--- src/rtl/sar_ctl_pkg.sv ---
package sar_ctl_pkg;

    localparam int NUM_CH    = 8;
    localparam int CH_W      = $clog2(NUM_CH + 1);
    localparam int ADDR_BITS = 4;
    localparam logic [CH_W-1:0] CH_COM = CH_W'(NUM_CH);

    typedef enum logic [2:0] {
        ST_LOCK,
        ST_HUNT,
        ST_ADDR,
        ST_ARMED,
        ST_SETTLE,
        ST_CONV,
        ST_TAIL,
        ST_DONE
    } frame_st_e;

    // Address word in arrival order: mode, odd, group[1], group[0]
    typedef struct packed {
        logic       single;
        logic       odd;
        logic [1:0] grp;
    } mux_word_t;

    typedef struct packed {
        logic [CH_W-1:0] pos;
        logic [CH_W-1:0] neg;
    } mux_sel_t;

    function automatic mux_sel_t decode_mux(input mux_word_t w);
        mux_sel_t s;
        // The positive index is {group, odd} in both modes.
        s.pos = CH_W'({w.grp, w.odd});
        if (w.single) begin
            s.neg = CH_COM;
        end else begin
            s.neg = CH_W'({w.grp, ~w.odd});
        end
        return s;
    endfunction

endpackage

--- src/rtl/sar_edge_det.sv ---
module sar_edge_det #(
    parameter int SYNC_STAGES = 2
) (
    input  logic clk,
    input  logic rst,
    input  logic sig,
    output logic rise,
    output logic fall
);

    logic level;
    logic level_q;

    generate
        if (SYNC_STAGES == 0) begin : g_direct
            assign level = sig;
        end else begin : g_sync
            logic [SYNC_STAGES-1:0] sync_q;
            always_ff @(posedge clk) begin
                if (rst) begin
                    sync_q <= '0;
                end else begin
                    sync_q[0] <= sig;
                    for (int i = 1; i < SYNC_STAGES; i++) begin
                        sync_q[i] <= sync_q[i-1];
                    end
                end
            end
            assign level = sync_q[SYNC_STAGES-1];
        end
    endgenerate

    always_ff @(posedge clk) begin
        if (rst) begin
            level_q <= 1'b0;
        end else begin
            level_q <= level;
        end
    end

    assign rise = level & ~level_q;
    assign fall = ~level & level_q;

endmodule

--- src/rtl/sar_frame_seq.sv ---
module sar_frame_seq
    import sar_ctl_pkg::*;
#(
    parameter int RES_W = 8,
    localparam int IDX_W = $clog2(RES_W),
    localparam int CNT_W = (IDX_W > 2) ? IDX_W : 2
) (
    input  logic             clk,
    input  logic             rst,
    input  logic             frame_n,
    input  logic             sclk_rise,
    input  logic             sclk_fall,
    input  logic             ser_in,
    input  logic             lsb_hold,
    output mux_word_t        addr_w,
    output logic             busy,
    output logic             drv_en,
    output logic             load_trial,
    output logic             decide,
    output logic [IDX_W-1:0] bit_idx,
    output logic             replay,
    output logic [IDX_W-1:0] rep_idx,
    output logic             force_zero
);

    localparam logic [CNT_W-1:0] ADDR_LAST = CNT_W'(ADDR_BITS - 1);
    localparam logic [CNT_W-1:0] BIT_LAST  = CNT_W'(RES_W - 1);
    localparam logic [CNT_W-1:0] CONV_TOP  = CNT_W'(RES_W - 2);

    frame_st_e              state;
    logic [CNT_W-1:0]       cnt;
    logic [ADDR_BITS-1:0]   addr_q;
    logic                   busy_q;
    logic                   drv_q;
    logic                   advance;

    always_ff @(posedge clk) begin
        if (rst) begin
            state  <= ST_LOCK;
            cnt    <= '0;
            addr_q <= '0;
            busy_q <= 1'b0;
            drv_q  <= 1'b0;
        end else if (frame_n) begin
            state  <= ST_HUNT;
            cnt    <= '0;
            addr_q <= '0;
            busy_q <= 1'b0;
            drv_q  <= 1'b0;
        end else begin
            case (state)
                ST_HUNT: begin
                    if (sclk_rise && ser_in) begin
                        state <= ST_ADDR;
                        cnt   <= '0;
                    end
                end
                ST_ADDR: begin
                    if (sclk_rise) begin
                        addr_q <= {addr_q[ADDR_BITS-2:0], ser_in};
                        if (cnt == ADDR_LAST) begin
                            state <= ST_ARMED;
                        end else begin
                            cnt <= cnt + 1'b1;
                        end
                    end
                end
                ST_ARMED: begin
                    if (sclk_fall) begin
                        state  <= ST_SETTLE;
                        busy_q <= 1'b1;
                        drv_q  <= 1'b1;
                    end
                end
                ST_SETTLE: begin
                    if (sclk_fall) begin
                        state <= ST_CONV;
                        cnt   <= CONV_TOP;
                    end
                end
                ST_CONV: begin
                    if (sclk_fall) begin
                        if (cnt == '0) begin
                            state <= ST_TAIL;
                        end else begin
                            cnt <= cnt - 1'b1;
                        end
                    end
                end
                ST_TAIL: begin
                    if (sclk_rise) begin
                        busy_q <= 1'b0;
                    end
                    if (advance) begin
                        if (cnt == BIT_LAST) begin
                            state <= ST_DONE;
                        end else begin
                            cnt <= cnt + 1'b1;
                        end
                    end
                end
                default: begin
                end
            endcase
        end
    end

    always_comb begin
        advance    = (state == ST_TAIL) && sclk_fall && !lsb_hold;
        load_trial = (state == ST_ARMED) && sclk_fall;
        decide     = ((state == ST_SETTLE) || (state == ST_CONV)) && sclk_fall;
        bit_idx    = (state == ST_SETTLE) ? IDX_W'(RES_W - 1) : IDX_W'(cnt);
        replay     = advance && (cnt != BIT_LAST);
        force_zero = advance && (cnt == BIT_LAST);
        rep_idx    = IDX_W'(cnt + 1'b1);
    end

    assign addr_w = mux_word_t'(addr_q);
    assign busy   = busy_q;
    assign drv_en = drv_q;

endmodule

--- src/rtl/sar_result_sreg.sv ---
module sar_result_sreg #(
    parameter int RES_W = 8,
    localparam int IDX_W = $clog2(RES_W)
) (
    input  logic             clk,
    input  logic             rst,
    input  logic             clear,
    input  logic             load_trial,
    input  logic             decide,
    input  logic [IDX_W-1:0] bit_idx,
    input  logic             cmp_in,
    input  logic             replay,
    input  logic [IDX_W-1:0] rep_idx,
    input  logic             force_zero,
    output logic [RES_W-1:0] trial,
    output logic             sdo
);

    localparam logic [RES_W-1:0] MSB_ONE = {1'b1, {(RES_W-1){1'b0}}};

    logic [RES_W-1:0] trial_q;
    logic [RES_W-1:0] trial_next;
    logic             sdo_q;

    // Settle the current bit and raise the next lower trial bit.
    always_comb begin
        trial_next          = trial_q;
        trial_next[bit_idx] = cmp_in;
        if (bit_idx != '0) begin
            trial_next[bit_idx - IDX_W'(1)] = 1'b1;
        end
    end

    always_ff @(posedge clk) begin
        if (rst || clear) begin
            trial_q <= '0;
            sdo_q   <= 1'b0;
        end else if (load_trial) begin
            trial_q <= MSB_ONE;
            sdo_q   <= 1'b0;
        end else if (decide) begin
            trial_q <= trial_next;
            sdo_q   <= cmp_in;
        end else if (replay) begin
            sdo_q   <= trial_q[rep_idx];
        end else if (force_zero) begin
            sdo_q   <= 1'b0;
        end
    end

    assign trial = trial_q;
    assign sdo   = sdo_q;

endmodule

--- src/rtl/sar_serial_ctl.sv ---
module sar_serial_ctl
    import sar_ctl_pkg::*;
#(
    parameter int RES_W       = 8,
    parameter int SYNC_STAGES = 2,
    localparam int IDX_W = $clog2(RES_W)
) (
    input  logic             clk,
    input  logic             rst,
    input  logic             frame_n,
    input  logic             sclk,
    input  logic             ser_in,
    input  logic             lsb_hold,
    input  logic             cmp_in,
    output logic             ser_out,
    output logic             ser_out_en,
    output logic             conv_busy,
    output logic [RES_W-1:0] trial_code,
    output logic [CH_W-1:0]  pos_sel,
    output logic [CH_W-1:0]  neg_sel
);

    logic             sclk_rise;
    logic             sclk_fall;
    mux_word_t        addr_w;
    mux_sel_t         sel;
    logic             load_trial;
    logic             decide;
    logic [IDX_W-1:0] bit_idx;
    logic             replay;
    logic [IDX_W-1:0] rep_idx;
    logic             force_zero;

    sar_edge_det #(
        .SYNC_STAGES(SYNC_STAGES)
    ) i_edge (
        .clk  (clk),
        .rst  (rst),
        .sig  (sclk),
        .rise (sclk_rise),
        .fall (sclk_fall)
    );

    sar_frame_seq #(
        .RES_W(RES_W)
    ) i_seq (
        .clk        (clk),
        .rst        (rst),
        .frame_n    (frame_n),
        .sclk_rise  (sclk_rise),
        .sclk_fall  (sclk_fall),
        .ser_in     (ser_in),
        .lsb_hold   (lsb_hold),
        .addr_w     (addr_w),
        .busy       (conv_busy),
        .drv_en     (ser_out_en),
        .load_trial (load_trial),
        .decide     (decide),
        .bit_idx    (bit_idx),
        .replay     (replay),
        .rep_idx    (rep_idx),
        .force_zero (force_zero)
    );

    sar_result_sreg #(
        .RES_W(RES_W)
    ) i_res (
        .clk        (clk),
        .rst        (rst),
        .clear      (frame_n),
        .load_trial (load_trial),
        .decide     (decide),
        .bit_idx    (bit_idx),
        .cmp_in     (cmp_in),
        .replay     (replay),
        .rep_idx    (rep_idx),
        .force_zero (force_zero),
        .trial      (trial_code),
        .sdo        (ser_out)
    );

    assign sel     = decode_mux(addr_w);
    assign pos_sel = sel.pos;
    assign neg_sel = sel.neg;

endmodule

--- config.mk ---
export PLATFORM = sky130hd
export DESIGN_NAME = sar_serial_ctl
export DESIGN_NICKNAME = d
export VERILOG_FILES = /design/src/rtl/sar_ctl_pkg.sv /design/src/rtl/sar_edge_det.sv /design/src/rtl/sar_frame_seq.sv /design/src/rtl/sar_result_sreg.sv /design/src/rtl/sar_serial_ctl.sv
export SDC_FILE = /design/constraint.sdc
export NUM_CORES = 1
export LEC_CHECK = 0
export ABC_AREA = 1
export BUFFER_PORTS_ARGS = -buffer_cell sky130_fd_sc_hd__buf_2
export CORE_ASPECT_RATIO = 0.7
export CORE_UTILIZATION = 33
export CTS_CLUSTER_DIAMETER = 30
export DETAILED_ROUTE_END_ITERATION = 7
export SLEW_MARGIN = 20
export SYNTH_ARGS = -nofsm -noshare
export SYNTH_HDL_FRONTEND = slang
export SYNTH_SLANG_ARGS = --single-unit
--- constraint.sdc ---
create_clock -name clk -period 1.9 [get_ports clk]
set_input_delay 0.57 -clock clk [delete_from_list [all_inputs] [get_ports clk]]
set_output_delay 0.57 -clock clk [all_outputs]
set_load 0.01 [all_outputs]
==> summary.md <==
The tools report the met3 track demand over resource in global routing as 0.03038. The net total in the final layout was 304; the proportion of power drawn by flip-flops and latches was 0.386. The tools report the portion of the post-synthesis area used by sequential elements as 0.2773. Routability-driven placement finished with a final weighted congestion of 0.9106.

The path type of the worst setup path is flop to flop. The switching part of the total power is 0.3363. The total chip power was 1409 uW; the number of design-rule violations left by the first detailed-router iteration was 197.

Counting stages on the worst path, the most repeated cell is sky130_fd_sc_hd__nor2_1. The class of the worst hold path was flop to flop. For this run the aggregate overflow at the end of global routing stands at 0.

Of all cell types, the one taking the most synthesized area is sky130_fd_sc_hd__dfxtp_1. Counting along the longest clock path gives a buffer depth of 2. Summed over all nets, the half-perimeter wirelength after detailed placement is 3618 um. STA classifies the critical path endpoint as a flop. The effective utilization at floorplan came out at 0.3527.

Setup repair after global routing could not meet its margin everywhere. The first detailed-routing pass ran for 4 iterations. The area inside the core boundary was 0.004913 mm2; the number of top-level pins was 26. The clock period could shrink to 1.746 ns. Buffers placed on the I/O ports in this run total 24. The number of nets in the synthesized netlist came out at 270.

The logs give 2.10 ns for the required time at the worst-slack endpoint and 1709 for the total number of vias. The mean cell area of the mapped netlist came out at 6.743 um2. The run gives 0.001809 ns as the clock skew after layout.

The largest individual stage delay along the critical path comes from the cell sky130_fd_sc_hd__dfxtp_1. Number of diodes added for antenna fixing: 0. The share of total power in the clock network was 0.334; the number of hold-repair buffers added at the cts stage was 0. The tools report the summed instance area of the synthesized netlist as 0.001733 mm2. Entering global routing, the biggest net connects 15 pins. The filler cells instantiated in the layout total 527.

Along the worst path, the maximum fanout reaches 4. Combinational power share: 0.280. The TritonCTS buffer count is 3, and the number of max-capacitance violations reported is 0.

At the worst endpoint, the arrival time is 1.94 ns. The run gives 0 as the count of final setup violators. The logs give 4473 um for the total wirelength of the detailed-routed design and 485.5 um2 for the sequential cell area. Sorting the synthesized cells by how often they occur yields sky130_fd_sc_hd__nand2_1 (43), sky130_fd_sc_hd__nor2_1 (38), sky130_fd_sc_hd__inv_1 (31). The overall global routing resource usage is 0.1716, and the switching power summed over all nets is 473.9 uW. Fraction of post-synthesis cell area in the top cell type by area: 0.2773. The die is 62.63 um tall. Including well taps, the total number of placed cells is 355.

The number of levels in the clock H-tree came out at 1. For this run, the slowest stage of the critical path takes 0.43 ns. The share of cells above drive strength 1 is 0.2966.

The async set-or-reset flop fraction in the synthesized netlist came out at 0. The critical path contains buffers and inverters numbering 2 combined. The clock root buffer was sky130_fd_sc_hd__clkbuf_8.

The busiest layer in global routing is met1. For the count of standard-cell rows, the log shows 21. The part of the cycle the worst path needs was 0.9188. In the routed design, unresolved DRC markers number 0. The area enclosed by the die boundary is 0.005550 mm2. The flow ran to the end, and the final reports show no timing, DRC or antenna violations. The signal on the critical path passes through ha_1, ha_1, inv_1, o21ai_0, nand2_1, nor2_1, nand2_1, inv_1, nor2_1, nor2_1.

In this run the static leakage power is 0.0009610 uW. Sorting the synthesized cells by area gives the leading types as sky130_fd_sc_hd__dfxtp_1 (28%), sky130_fd_sc_hd__nand2_1 (9.3%), sky130_fd_sc_hd__nor2_1 (8.2%). The cell count after synthesis came out at 257.

Initial antenna violation count: 0. Among cell families on the critical path, the largest total delay comes from simple AND/OR/NAND/NOR gates. For the final routed database, the setup TNS stands at 0 ns. The synthesized design contains 24 register bits.

The launching element type of the critical path is a flop. The clock reaches the later pin of the worst-skew pair after 0.28 ns. The area growth from synthesis to layout works out to 17.98%.

For this run, the number of Yosys warnings is 0. The first global-routing pass estimated 7341 um of wire. Timing would allow up to 572.8 MHz. For this run, the leading register cell type out of synthesis is sky130_fd_sc_hd__dfxtp_1. The logs give 0.001966 mm2 for the placed instance area and 0 for the final count of pins violating max slew.

sky130_fd_sc_hd__nand2_1 is the most common cell in the netlist. The core utilization of the finished layout came out at 0.4161. The horizontal die dimension was 88.61 um; the power per cell area was 689.1 mW/mm2. The via density per instance was 4.760. The count of nets left with antenna violations once routing finished came out at 0.

The run gives 935.0 uW as the internal power component. The via count of the first global-routing pass was 1488; the met1 track demand over resource was 0.2938. The post-route non-filler standard cell count was 359; the fraction of met2 tracks used by global routing was 0.2087.

The average routed wire per standard cell is 12.46 um. The count of endpoints failing hold in the final timing report was 0; the number of enable flip-flop cells after synthesis was 0. The maximum vdd drop came out at 0.5706 mV. TritonCTS built the clock tree. In the final layout, the multi-input gates occupy 0.001041 mm2. The run gives 24 as the count of clock tree sinks. Clock-pin slew was measured on the worst setup and hold paths at 0.10 ns. The number of different library cells used by synthesis comes to 32. After routing the design area is 0.002044 mm2.
-- area by class of cell --
| class | instances | share of cell area |
|---|---|---|
| sequential | 24 | 0.2375 |
| clock inverter | 1 | 0.01469 |
| tap | 69 | 0.04223 |
| multi-input combinational | 185 | 0.5092 |
| clock buffer | 3 | 0.02020 |
| inverter | 44 | 0.08446 |
| timing repair buffer | 33 | 0.09180 |
-- metrics by stage --
step	hold slack [ns]	worst slack, ns
2_1_floorplan	0.3883	0.2589
3_3_place_gp	0.3903	0.1625
3_5_place_dp	0.3944	0.1266
4_1_cts	0.4079	0.1134
5_1_grt	0.4316	-0.003053
6_report	0.4045	0.1543
-- layer usage --
metal / share of wire / up-vias
met4: 0.0076 / 0
li1: - / 886
met2: 0.37 / 50
met1: 0.56 / 771
met5: 0 / -
met3: 0.062 / 2
-- logic make-up after synthesis --
logic type	share of synthesized area
simple gates	0.3978
buf+inv	0.1235
compound gates	0.1560
fa+ha+maj	0.04332
other cells	0.002164
flops	0.2773
-- layout by cell type, fill, tap and decap left out, types with 2 or more instances in the layout --
cell                       instances
sky130_fd_sc_hd__a21oi_2           3
sky130_fd_sc_hd__a31oi_1           5
sky130_fd_sc_hd__o211ai_1          4
sky130_fd_sc_hd__clkbuf_8          3
sky130_fd_sc_hd__inv_2            10
sky130_fd_sc_hd__nor2_4            5
sky130_fd_sc_hd__nand3_1          20
sky130_fd_sc_hd__nand2_1          43
sky130_fd_sc_hd__dfxtp_2           4
sky130_fd_sc_hd__nand2_2           3
sky130_fd_sc_hd__nor2_2            6
sky130_fd_sc_hd__inv_4             3
sky130_fd_sc_hd__dfxtp_1          20
sky130_fd_sc_hd__buf_2            24
sky130_fd_sc_hd__inv_1            31
sky130_fd_sc_hd__nand3_2           2
sky130_fd_sc_hd__buf_4             9
sky130_fd_sc_hd__ha_1              5
sky130_fd_sc_hd__nor2_1           38
sky130_fd_sc_hd__nand2_4           5
sky130_fd_sc_hd__nand4_1           2
sky130_fd_sc_hd__a21oi_1          13
sky130_fd_sc_hd__o21ai_0          19
-- power by group through the flow --
stage	Combinational, uW	Sequential, uW	Clock, uW
after floorplan	302	545	0
after global placement	381	552	0
after detailed placement	384	553	0
after CTS	386	541	478
after global routing	440	546	508
final	395	543	471
-- repair_timing --
action,4_1_cts,5_1_grt
buffers inserted,0,0
setup endpoints to repair,0,3
gates resized for setup,0,5
endpoints found under the hold margin,0,0
-- path summary, 6_finish.rpt --
check	start	end	slack, ns	cells past startpoint
setup / recovery	i_seq.cnt[1]	i_seq.state[2]	0.15	10
hold / removal	i_edge.g_sync.sync_q[0]	i_edge.g_sync.sync_q[1]	0.40	2
hold reg to reg	i_edge.g_sync.sync_q[0]	i_edge.g_sync.sync_q[1]	0.40	2
setup reg to reg	i_seq.cnt[1]	i_seq.state[2]	0.15	10
-- sequential cells by signal, summed over array words and instances, names as in the netlist --
name	cells
i_seq.state	3
i_seq.busy	1
i_res.trial	8
i_edge.level_q	1
i_seq.drv_en	1
i_res.sdo	1
i_edge.g_sync.sync_q	2
i_seq.addr_w	4
i_seq.cnt	3
-- worst reg2reg max path, delay by kind of cell (launching register included) --
family	cells	cell delay [ns]
AOI/OAI and AO/OA	1	0.26
adders and majority gates	2	0.35
buffers and inverters	2	0.13
DFF	1	0.43
and+or+nand+nor	5	0.48
No activity file was read; power rests on OpenSTA's default activity.
